$ cat src/rtl/irq_res_pkg.sv
package irq_res_pkg;
  typedef enum logic [2:0] {
    OP_NOP      = 3'd0,
    OP_EOI_ANY  = 3'd1,
    OP_EOI_LVL  = 3'd2,
    OP_ROT_ANY  = 3'd3,
    OP_ROT_LVL  = 3'd4,
    OP_SET_LOW  = 3'd5,
    OP_AROT_ON  = 3'd6,
    OP_AROT_OFF = 3'd7
  } res_op_e;
endpackage

$ cat src/rtl/irq_prio_pick.sv
// Circular priority finder: index low+1 ranks highest, index low ranks lowest.
module irq_prio_pick #(
  parameter int N  = 8,
  parameter int LW = $clog2(N)
) (
  input  logic [N-1:0]  vec,
  input  logic [LW-1:0] low,
  output logic [LW-1:0] lvl,
  output logic          vld
);
  logic [LW-1:0] idx;

  always_comb begin
    vld = 1'b0;
    lvl = LW'(N - 1);
    idx = '0;
    for (int k = N - 1; k >= 0; k--) begin
      idx = low + LW'(k + 1);
      if (vec[idx]) begin
        vld = 1'b1;
        lvl = idx;
      end
    end
  end
endmodule

$ cat src/rtl/irq_request_reg.sv
// Pending-request register with edge or level capture.
module irq_request_reg #(
  parameter int N = 8
) (
  input  logic         clk,
  input  logic         rst,
  input  logic         init,
  input  logic         level_mode,
  input  logic [N-1:0] irq,
  input  logic [N-1:0] clr,
  output logic [N-1:0] irr
);
  logic [N-1:0] armed_q;

  always_ff @(posedge clk) begin
    if (rst || init) begin
      armed_q <= '0;
      irr     <= '0;
    end else begin
      armed_q <= ~irq;
      if (level_mode) irr <= irq & ~clr;
      else            irr <= irq & (irr | armed_q) & ~clr;
    end
  end

  // a pending bit only exists while its line was high on the previous edge
  a_r9_irr_tracks_line: assert property (@(posedge clk) disable iff (rst)
    (irr & ~$past(irq)) == '0);
endmodule

$ cat src/rtl/rot_irq_resolver.sv
module rot_irq_resolver
  import irq_res_pkg::*;
#(
  parameter int NLVL = 8
) (
  input  logic                      clk,
  input  logic                      rst,
  input  logic [NLVL-1:0]           irq_in,
  input  logic                      init_pulse,
  input  logic                      init_level_trig,
  input  logic                      init_auto_eoi,
  input  logic                      mask_wr,
  input  logic [NLVL-1:0]           mask_data,
  input  logic                      smm_wr,
  input  logic                      smm_val,
  input  logic                      cmd_valid,
  input  logic [2:0]                cmd_op,
  input  logic [$clog2(NLVL)-1:0]   cmd_lvl,
  input  logic                      ack_commit,
  input  logic                      ack_final,
  output logic                      int_o,
  output logic [$clog2(NLVL)-1:0]   win_lvl,
  output logic [$clog2(NLVL)-1:0]   ack_lvl,
  output logic [NLVL-1:0]           irr_o,
  output logic [NLVL-1:0]           isr_o,
  output logic [NLVL-1:0]           imr_o
);
  localparam int LW = $clog2(NLVL);
  localparam logic [LW-1:0] LAST = LW'(NLVL - 1);

  logic [NLVL-1:0] irr, isr_q, imr_q, isr_nxt, clr_irr, eff_irr, isr_view;
  logic [LW-1:0]   low_q, low_nxt, req_lvl, srv_lvl, req_rank, srv_rank;
  logic            req_vld, srv_vld, int_now;
  logic            smm_q, arot_q, lvl_mode_q, aeoi_q;
  res_op_e         op;

  assign op = res_op_e'(cmd_op);

  irq_request_reg #(.N(NLVL)) u_req_reg (
    .clk        (clk),
    .rst        (rst),
    .init       (init_pulse),
    .level_mode (lvl_mode_q),
    .irq        (irq_in),
    .clr        (clr_irr),
    .irr        (irr)
  );

  assign eff_irr  = irr & ~imr_q;
  assign isr_view = smm_q ? (isr_q & ~imr_q) : isr_q;

  irq_prio_pick #(.N(NLVL), .LW(LW)) u_pick_req (
    .vec (eff_irr), .low (low_q), .lvl (req_lvl), .vld (req_vld)
  );

  irq_prio_pick #(.N(NLVL), .LW(LW)) u_pick_srv (
    .vec (isr_view), .low (low_q), .lvl (srv_lvl), .vld (srv_vld)
  );

  // Rank 0 is the highest priority.
  assign req_rank = req_lvl - low_q - LW'(1);
  assign srv_rank = srv_lvl - low_q - LW'(1);
  assign int_now  = req_vld && (!srv_vld || (req_rank < srv_rank));

  always_comb begin
    clr_irr = '0;
    if (ack_commit && int_now) clr_irr[req_lvl] = 1'b1;
  end

  always_comb begin
    isr_nxt = isr_q;
    low_nxt = low_q;
    if (ack_commit && int_now) isr_nxt[req_lvl] = 1'b1;
    if (ack_final && aeoi_q && srv_vld) begin
      isr_nxt[srv_lvl] = 1'b0;
      if (arot_q) low_nxt = srv_lvl;
    end
    if (cmd_valid) begin
      case (op)
        OP_EOI_ANY: if (srv_vld) isr_nxt[srv_lvl] = 1'b0;
        OP_EOI_LVL: isr_nxt[cmd_lvl] = 1'b0;
        OP_ROT_ANY: if (srv_vld) begin
          isr_nxt[srv_lvl] = 1'b0;
          low_nxt          = srv_lvl;
        end
        OP_ROT_LVL: begin
          isr_nxt[cmd_lvl] = 1'b0;
          low_nxt          = cmd_lvl;
        end
        OP_SET_LOW: low_nxt = cmd_lvl;
        default: ;
      endcase
    end
    if (init_pulse) begin
      isr_nxt = '0;
      low_nxt = LAST;
    end
  end

  always_ff @(posedge clk) begin
    if (rst) begin
      isr_q      <= '0;
      imr_q      <= '0;
      low_q      <= LAST;
      smm_q      <= 1'b0;
      arot_q     <= 1'b0;
      lvl_mode_q <= 1'b0;
      aeoi_q     <= 1'b0;
      int_o      <= 1'b0;
      win_lvl    <= LAST;
      ack_lvl    <= LAST;
    end else begin
      isr_q   <= isr_nxt;
      low_q   <= low_nxt;
      int_o   <= int_now;
      win_lvl <= req_lvl;
      if (ack_commit) ack_lvl <= int_now ? req_lvl : LAST;
      if (init_pulse) begin
        imr_q      <= '0;
        smm_q      <= 1'b0;
        arot_q     <= 1'b0;
        lvl_mode_q <= init_level_trig;
        aeoi_q     <= init_auto_eoi;
      end else begin
        if (mask_wr) imr_q <= mask_data;
        if (smm_wr)  smm_q <= smm_val;
        if (cmd_valid && op == OP_AROT_ON)  arot_q <= 1'b1;
        if (cmd_valid && op == OP_AROT_OFF) arot_q <= 1'b0;
      end
    end
  end

  assign irr_o = irr;
  assign isr_o = isr_q;
  assign imr_o = imr_q;

  // an interrupt is only raised for an unmasked pending request
  a_r2_int_unmasked: assert property (@(posedge clk) disable iff (rst)
    int_o |-> $past(|(irr & ~imr_q)));

  // a due commit leaves the winner in service
  a_r4_commit_sets_isr: assert property (@(posedge clk) disable iff (rst)
    (ack_commit && int_now && !init_pulse && !cmd_valid && !ack_final)
      |=> isr_q[$past(req_lvl)]);

  // specific end-of-interrupt clears the named level
  a_r6_specific_clear: assert property (@(posedge clk) disable iff (rst)
    (cmd_valid && cmd_op == 3'd2 && !ack_commit && !init_pulse)
      |=> !isr_q[$past(cmd_lvl)]);

  // the priority base moves only on a command, a final pulse or init
  a_r7_base_moves_on_cmd: assert property (@(posedge clk) disable iff (rst)
    !$stable(low_q) |-> $past(cmd_valid || ack_final || init_pulse));

  // a commit with nothing due reports the default level
  a_r11_default_level: assert property (@(posedge clk) disable iff (rst)
    (ack_commit && !int_now) |=> ack_lvl == LAST);

  // automatic end-of-interrupt empties a single in-service level
  a_r12_auto_clear: assert property (@(posedge clk) disable iff (rst)
    (ack_final && aeoi_q && !smm_q && !ack_commit && !cmd_valid && !init_pulse
      && $countones(isr_q) == 1) |=> isr_q == '0);
endmodule

$ cat config.mk
export PLATFORM = sky130hd
export DESIGN_NAME = rot_irq_resolver
export DESIGN_NICKNAME = d
export VERILOG_FILES = /design/src/rtl/irq_res_pkg.sv /design/src/rtl/irq_prio_pick.sv /design/src/rtl/irq_request_reg.sv /design/src/rtl/rot_irq_resolver.sv
export SDC_FILE = /design/constraint.sdc
export NUM_CORES = 1
export LEC_CHECK = 0
export ABC_CLOCK_PERIOD_IN_PS = 5600
export BUFFER_PORTS_ARGS = -buffer_cell sky130_fd_sc_hd__buf_2
export CORE_MARGIN = 3
export CORE_UTILIZATION = 53
export CTS_CLUSTER_SIZE = 16
export DETAILED_ROUTE_END_ITERATION = 8
export PLACE_DENSITY = 0.84
export SYNTH_ARGS = -nofsm -noshare
export SYNTH_HDL_FRONTEND = slang
export SYNTH_SLANG_ARGS = --single-unit
$ cat constraint.sdc
create_clock -name clk -period 5.6 [get_ports clk]
set_input_delay 0.56 -clock clk [delete_from_list [all_inputs] [get_ports clk]]
set_output_delay 0.56 -clock clk [all_outputs]
set_load 0.005 [all_outputs]
==> results of run 1 <==
==> synthesized netlist by cell type, drive strengths merged, types with 8 or more instances <==
| cell type | number | area, µm² |
|---|---|---|
| a211oi | 21 | 170 |
| a21oi | 24 | 139 |
| a31oi | 8 | 56.3 |
| buf | 13 | 118 |
| clkbuf | 18 | 67.6 |
| dfxtp | 46 | 921 |
| inv | 20 | 75.1 |
| mux2 | 12 | 139 |
| mux2i | 35 | 358 |
| mux4 | 21 | 473 |
| nand2 | 21 | 86.3 |
| nand2b | 15 | 93.8 |
| nand3 | 8 | 40.0 |
| nor2 | 47 | 179 |
| nor2b | 10 | 62.6 |
| nor3 | 11 | 55.1 |
| o211ai | 10 | 75.1 |
| o21ai | 32 | 160 |
| xnor2 | 9 | 86.3 |
==> cell families (layout without fill, tap and decap cells) <==
family	after synthesis	count (layout)
simple gates	149	149
flops	46	46
compound gates	160	160
buf+inv	51	111
mux	68	68
xor+xnor	11	11
fa+ha+maj	8	8
==> critical path, stage by stage (launching register included) <==
cell	delay, ns
dfxtp_2	0.37
buf_12	0.26
mux2i_1	0.55
a21oi_2	0.15
mux4_2	0.56
a21oi_1	0.31
o41ai_4	0.15
nand2_1	0.14
a21o_1	0.24
inv_1	0.07
ha_1	0.19
fa_1	0.38
xnor2_1	0.20
xnor2_1	0.17
ha_1	0.27
a21oi_1	0.13
inv_1	0.09
a211oi_4	0.19
buf_4	0.20
nand4_1	0.14
a221oi_1	0.32
==> sequential cells by signal, indices dropped and copies added, names as in the netlist <==
register	flops
ack_lvl	3
low_q	3
win_lvl	3
arot_q	1
int_o	1
u_req_reg.irr	8
smm_q	1
u_req_reg.armed_q	8
lvl_mode_q	1
imr_o	8
aeoi_q	1
isr_o	8
==> layout make-up <==
cell class	instances	area [µm²]
Clock buffer	6	72.6
Sequential cell	46	922
Tap cell	102	128
Timing Repair Buffer	83	478
Clock inverter	2	37.5
Inverter	20	75.1
Fill cell	678	2920
Multi-Input combinational cell	396	3250
==> path summary, 6_finish.rpt <==
kind | startpoint | end
setup / recovery | low_q[0] | isr_o[1]
hold / removal | irq_in[1] | u_req_reg.armed_q[1]
setup reg to reg | low_q[0] | isr_o[1]
hold reg to reg | ack_lvl[2] | ack_lvl[2]
==> layer usage <==
metal | share of wire (%) | track usage [%] | vias up
met5 | 0.094 | 0 | -
li1 | - | - | 2039
met4 | 4.2 | 13.1 | 2
met3 | 10 | 5.17 | 60
met1 | 39 | 36.6 | 2078
met2 | 47 | 46.2 | 298
==> power by group through the flow <==
| stage | logic (W) | registers [W] | clock network [W] |
|---|---|---|---|
| 3_5_place_dp | 0.000217 | 0.000357 | 0 |
| 4_1_cts | 0.000218 | 0.000349 | 0.000254 |
| 5_1_grt | 0.000243 | 0.000351 | 0.000270 |
| 3_3_place_gp | 0.000211 | 0.000357 | 0 |
| 2_1_floorplan | 0.000153 | 0.000353 | 0 |
| 6_report | 0.000225 | 0.000350 | 0.000254 |
==> through the flow <==
step | instances | power (W) | hold slack [ns] | area [µm²] | utilization [%]
4_1_cts | 654 | 0.000821 | 0.409 | 4930 | 62.5
6_report | 655 | 0.000829 | 0.413 | 4970 | 63.0
3_5_place_dp | 646 | 0.000574 | 0.509 | 4820 | 61.1
5_1_grt | 655 | 0.000863 | 0.401 | 4970 | 63.0
3_3_place_gp | 646 | 0.000568 | 0.490 | 4820 | 61.1
2_1_floorplan | 493 | 0.000505 | 0.480 | 4410 | -
==> timing repair <==
action / in CTS / in global routing
buffers inserted: 0 / 1
gates resized for setup: 0 / 6
hold endpoints to repair: 0 / 0
setup endpoints to repair: 0 / 17
==> out/qor.yml, run 1 <==
cts:
  cts_tree: "yes"
  clock_sinks: 46
  root_buffer: "clkbuf_8"
  cts_buffer_depth: 2
  path_clk_slew_ns: 0.09
  cts.hold.buffers_added: 0
  clock_latency_ns: 0.30
  cts_buffers: 5
  htreeDepth: 2
yosys:
  synth-compound-area-share_pct: 27.5
  synth_warnings: 0
  ys_ff_latch: 46
  synth_ff_type: "dfxtp_1"
  synth-edff-count: 0
  postSynthCellCount: 493
  syn_avg_cell_area_um2: 8.94
  ys_seq_area_share_pct: 20.9
  syn_area_um2: 4410
  synth_adder_area_share_pct: 2.61
  synth_top_family_by_area: "compound AO/OA/AOI/OAI gates"
  synthArstFlopShare_pct: 0
  synth-xor-area-share_pct: 2.36
  muxShareOfSynthArea_pct: 22.0
  synth.distinct_cells: 78
  synthSimpleGateAreaFrac_pct: 18.7
  synth_fp_nets: 534
grt:
  grt_max_degree: 38
  grt_use_total_pct: 28.4
  grt_first_pass_wirelength_um: 22200
  grt_antenna_before_repair: 1
  grt_overflow_total: 0
  grt_pass1_vias: 4299
power:
  p_per_area_nw_per_um2: 167
  p_int_w: 0.000562
  p_clk_share_pct: 30.6
  p_leak_nw: 1.99
  switching_share_pct: 32.1
  vdd_drop_max_v: 0.000172
  comb_power_share_pct: 27.2
  power_frac_seq_pct: 42.2
  switching_power_w: 0.000266
timing:
  setup_slack_ns: 0.414
  clock_skew_ns: 0.00914
  hold_viol: 0
  setup_viol: 0
  setup_tns_ns: 0
  slew_headroom_pct: 37.7
  worst_slew_pin_slew_ns: 0.931
  fmaxAchievable_mhz: 193
  finalCriticalPeriod_ns: 5.19
  finalCritPeriodShare_pct: 92.6
  maxSlewViolCount: 0
floorplanning:
  die-height_um: 97.2
  num_rows: 32
  fp.coreArea_um2: 7890
  die_area_um2: 9450
  start_util_pct: 55.9
  die_w_um: 97.2
  io_pins: 64
place:
  place_hpwl_um: 10600
  routabilityCongestion: 1.00
  pre_cts_slack_ns: 0.286
  numPortBuffers: 63
flow_run:
  drv_cap: 0
min_path:
  hold_depth: 2
  hold_path.class: "in -> reg"
route:
  wl_um: 13900
  drt-initial-drc-count: 449
  vias: 4477
  ant_nets: 0
  via_per_inst: 6.84
  drc: 0
  dr.pass1.iters: 5
  wl_per_cell_um: 21.2
layout:
  layout_common_cells: "buf_2 (63), nor2_1 (46), dfxtp_1 (45)"
  area_growth_pct: 12.7
  nets: 593
  drive_gt1_share_pct: 28.6
  antenna_cells: 0
  final_common_cell: "buf_2"
critical_path:
  reg2reg_slack_ns: 0.41
  worstSetupStartpointType: "flop"
  arrival_ns: 5.40
  end_kind: "flop"
  cp.required_ns: 5.81
  critPathMaxFanout: 37
  worstSetupPathType: "reg -> reg"
  r2r_cells: 20
status:
  outcome: "completed"
(Power assumes the default switching activity.)
==> run 2: changes to the inputs <==
--- a/config.mk
+++ b/config.mk
@@ -7,11 +7,14 @@
 export LEC_CHECK = 0
 export ABC_CLOCK_PERIOD_IN_PS = 5600
 export BUFFER_PORTS_ARGS = -buffer_cell sky130_fd_sc_hd__buf_2
+export CORE_ASPECT_RATIO = 1.1
 export CORE_MARGIN = 3
 export CORE_UTILIZATION = 53
 export CTS_CLUSTER_SIZE = 16
 export DETAILED_ROUTE_END_ITERATION = 8
+export HOLD_SLACK_MARGIN = 0.02
 export PLACE_DENSITY = 0.84
 export SYNTH_ARGS = -nofsm -noshare
 export SYNTH_HDL_FRONTEND = slang
+export SYNTH_HIERARCHICAL = 1
 export SYNTH_SLANG_ARGS = --single-unit
==> run 2 against run 1 <==
  * Sequential cell count unchanged
  * Core utilization down 2.7 points
  * Sequential share of layout area up 1.9 points
  * Global-route usage down 2.7 points
  * Largest cell class unchanged
==> out/qor.yml, run 2 <==
layout:
  layout_common_cells: "buf_2 (63), dfxtp_1 (46), nand2_1 (45)"
  utilization_pct: 60.3
  fin_cells: 622
  final_common_cell: "buf_2"
  drive_gt1_share_pct: 23.8
  area_growth_pct: 9.79
  nets: 559
  antenna_cells: 0
floorplanning:
  die-height_um: 98.3
  die_w_um: 89.9
  die_area_um2: 8830
  fp.coreArea_um2: 7470
  io_pins: 64
  num_rows: 33
  start_util_pct: 54.9
route:
  vias: 3973
  wl_per_cell_um: 18.6
  drt-initial-drc-count: 339
  drc: 0
  ant_nets: 0
  dr.pass1.iters: 5
  via_per_inst: 6.39
  wl_um: 11600
cts:
  postCtsSetupBuffers: 0
  ctsResizeCount: 0
  cts_buffers: 5
  cts.hold.buffers_added: 0
  clock_latency_ns: 0.30
  path_clk_slew_ns: 0.09
  root_buffer: "clkbuf_8"
  cts_buffer_depth: 2
  htreeDepth: 2
  cts_tree: "yes"
  clock_sinks: 46
timing:
  finalCritPeriodShare_pct: 94.1
  hold_viol: 0
  maxSlewViolCount: 0
  grt_setup_unrepaired: "no"
  worst_slew_pin_slew_ns: 0.927
  setup_viol: 0
  setup_tns_ns: 0
  fmaxAchievable_mhz: 190
  finalCriticalPeriod_ns: 5.27
  clock_skew_ns: 0.00850
  slew_headroom_pct: 38.1
yosys:
  postSynthCellCount: 463
  yosys.area.top_type_share_pct: 22.4
  synthArstFlopShare_pct: 0
  syn_avg_cell_area_um2: 8.86
  ys_ff_latch: 46
  synth_commonest_cells: "dfxtp_1 (46), nand2_1 (45), nor2_1 (37)"
  synth_adder_area_share_pct: 3.42
  synth-xor-area-share_pct: 2.13
  synth-edff-count: 0
  syn_area_um2: 4100
  synthSimpleGateAreaFrac_pct: 22.8
  yosysMostFrequentCell: "dfxtp_1"
  synth.distinct_cells: 66
  muxShareOfSynthArea_pct: 22.3
  synth_top_family_by_area: "simple AND/OR/NAND/NOR gates"
  yosys.area.top_type: "dfxtp_1"
  synth_fp_nets: 506
  ys_seq_area_share_pct: 22.4
  yosys-top-cells-area: "dfxtp_1 (22%), mux4_1 (6.4%), mux2i_1 (6.3%), mux4_2 (5.5%), nand2_1 (4.1%)"
  synth-compound-area-share_pct: 19.7
  synth_ff_type: "dfxtp_1"
  synth_warnings: 6
grt:
  grt_overflow_total: 0
  grt_use_total_pct: 25.8
  grt_antenna_before_repair: 0
  grt_first_pass_wirelength_um: 18800
  grt_pass1_vias: 3776
  grt_max_degree: 27
critical_path:
  end_kind: "flop"
  cp.required_ns: 5.77
  crit_path_top_delay_cell: "mux4_1"
  critPathMaxFanout: 11
  critPathLaunch: "low_q[0]"
  worstSetupPathType: "reg -> reg"
  reg2reg_slack_ns: 0.33
  path_cells: "inv_1 > ha_1 > mux4_1 > mux2_4 > or2_1 > a211oi_2 > o21ai_1 > o211ai_1 > buf_4 > inv_1 > fa_1 > xnor2_1 > xnor2_1 > ha_1 > o21ai_0 > nand3_1 > nand2_2 > nand2_1 > nor3_1 > nor4b_1"
  max_stage_delay_ns: 0.73
  regToRegStartpoint: "low_q[0]"
  arrival_ns: 5.43
  worstSetupStartpointType: "flop"
min_path:
  hold_start: "irq_in[4]"
  hold_path.class: "in -> reg"
place:
  routabilityCongestion: 0.981
  dp_cells: 614
  place_hpwl_um: 8970
  numPortBuffers: 63
power:
  p_leak_nw: 1.88
  power_w: 0.000795
  p_per_area_nw_per_um2: 176
  vdd_drop_max_v: 0.000171
flow_run:
  drv_cap: 0
status:
  outcome: "completed"
run 2: cell families (layout without fill, tap and decap cells):
group | Yosys count | count (layout)
buffers and inverters | 49 | 103
and+or+nand+nor | 176 | 176
AOI/OAI and AO/OA | 116 | 116
muxes | 56 | 56
DFF | 46 | 46
adders and majority gates | 10 | 10
xor gates and xnor gates | 10 | 10
run 2: through the flow:
stage	cell area [µm²]	setup slack [ns]	hold WS [ns]
3_3_place_gp	4410	0.514	0.476
4_1_cts	4510	0.288	0.419
5_1_grt	4500	0.0689	0.423
6_report	4500	0.333	0.425
2_1_floorplan	4100	0.675	0.458
3_5_place_dp	4410	0.362	0.485
run 2: report_power, final:
group | switching [W] | internal [W] | leakage [nW] | total (W)
clock network | 0.000114 | 0.000102 | 0.0489 | 0.000216
logic | 0.000134 | 0.0000931 | 1.45 | 0.000228
registers | 0.0000116 | 0.000339 | 0.375 | 0.000351
run 2: final cells by class:
| cell class | count | area [µm²] |
|---|---|---|
| repair buffers | 73 | 390 |
| well taps | 105 | 131 |
| clock inverters | 1 | 8.76 |
| clock buffers | 7 | 86.3 |
| fillers | 648 | 2970 |
| multi-input cells | 368 | 2880 |
| flip-flops and latches | 46 | 921 |
| inverters | 22 | 82.6 |
run 2: metal layers:
layer / vias to the layer above / GRT usage [%] / part of all wire (%)
met1: 1907 / 33.6 / 41
met2: 182 / 44.6 / 49
li1: 1850 / - / -
met5: - / 0 / 0
met3: 34 / 3.16 / 6.8
met4: 0 / 8.60 / 2.6
run 2: worst paths after layout:
| check | end | cells after the start |
|---|---|---|
| max | u_req_reg/irr[1] | 20 |
| min | u_req_reg/armed_q[4] | 2 |
| max reg2reg | u_req_reg/irr[1] | 20 |
| min reg2reg | ack_lvl[0] | 2 |
run 2: critical path: cells and delay by family (launching register included):
kind | cells | cell delay, ns
DFF | 1 | 0.52
AOI/OAI and AO/OA | 4 | 0.65
xor gates and xnor gates | 2 | 0.28
muxes | 2 | 1.09
adders and majority gates | 3 | 1.12
buffers and inverters | 3 | 0.53
and+or+nand+nor | 6 | 0.94
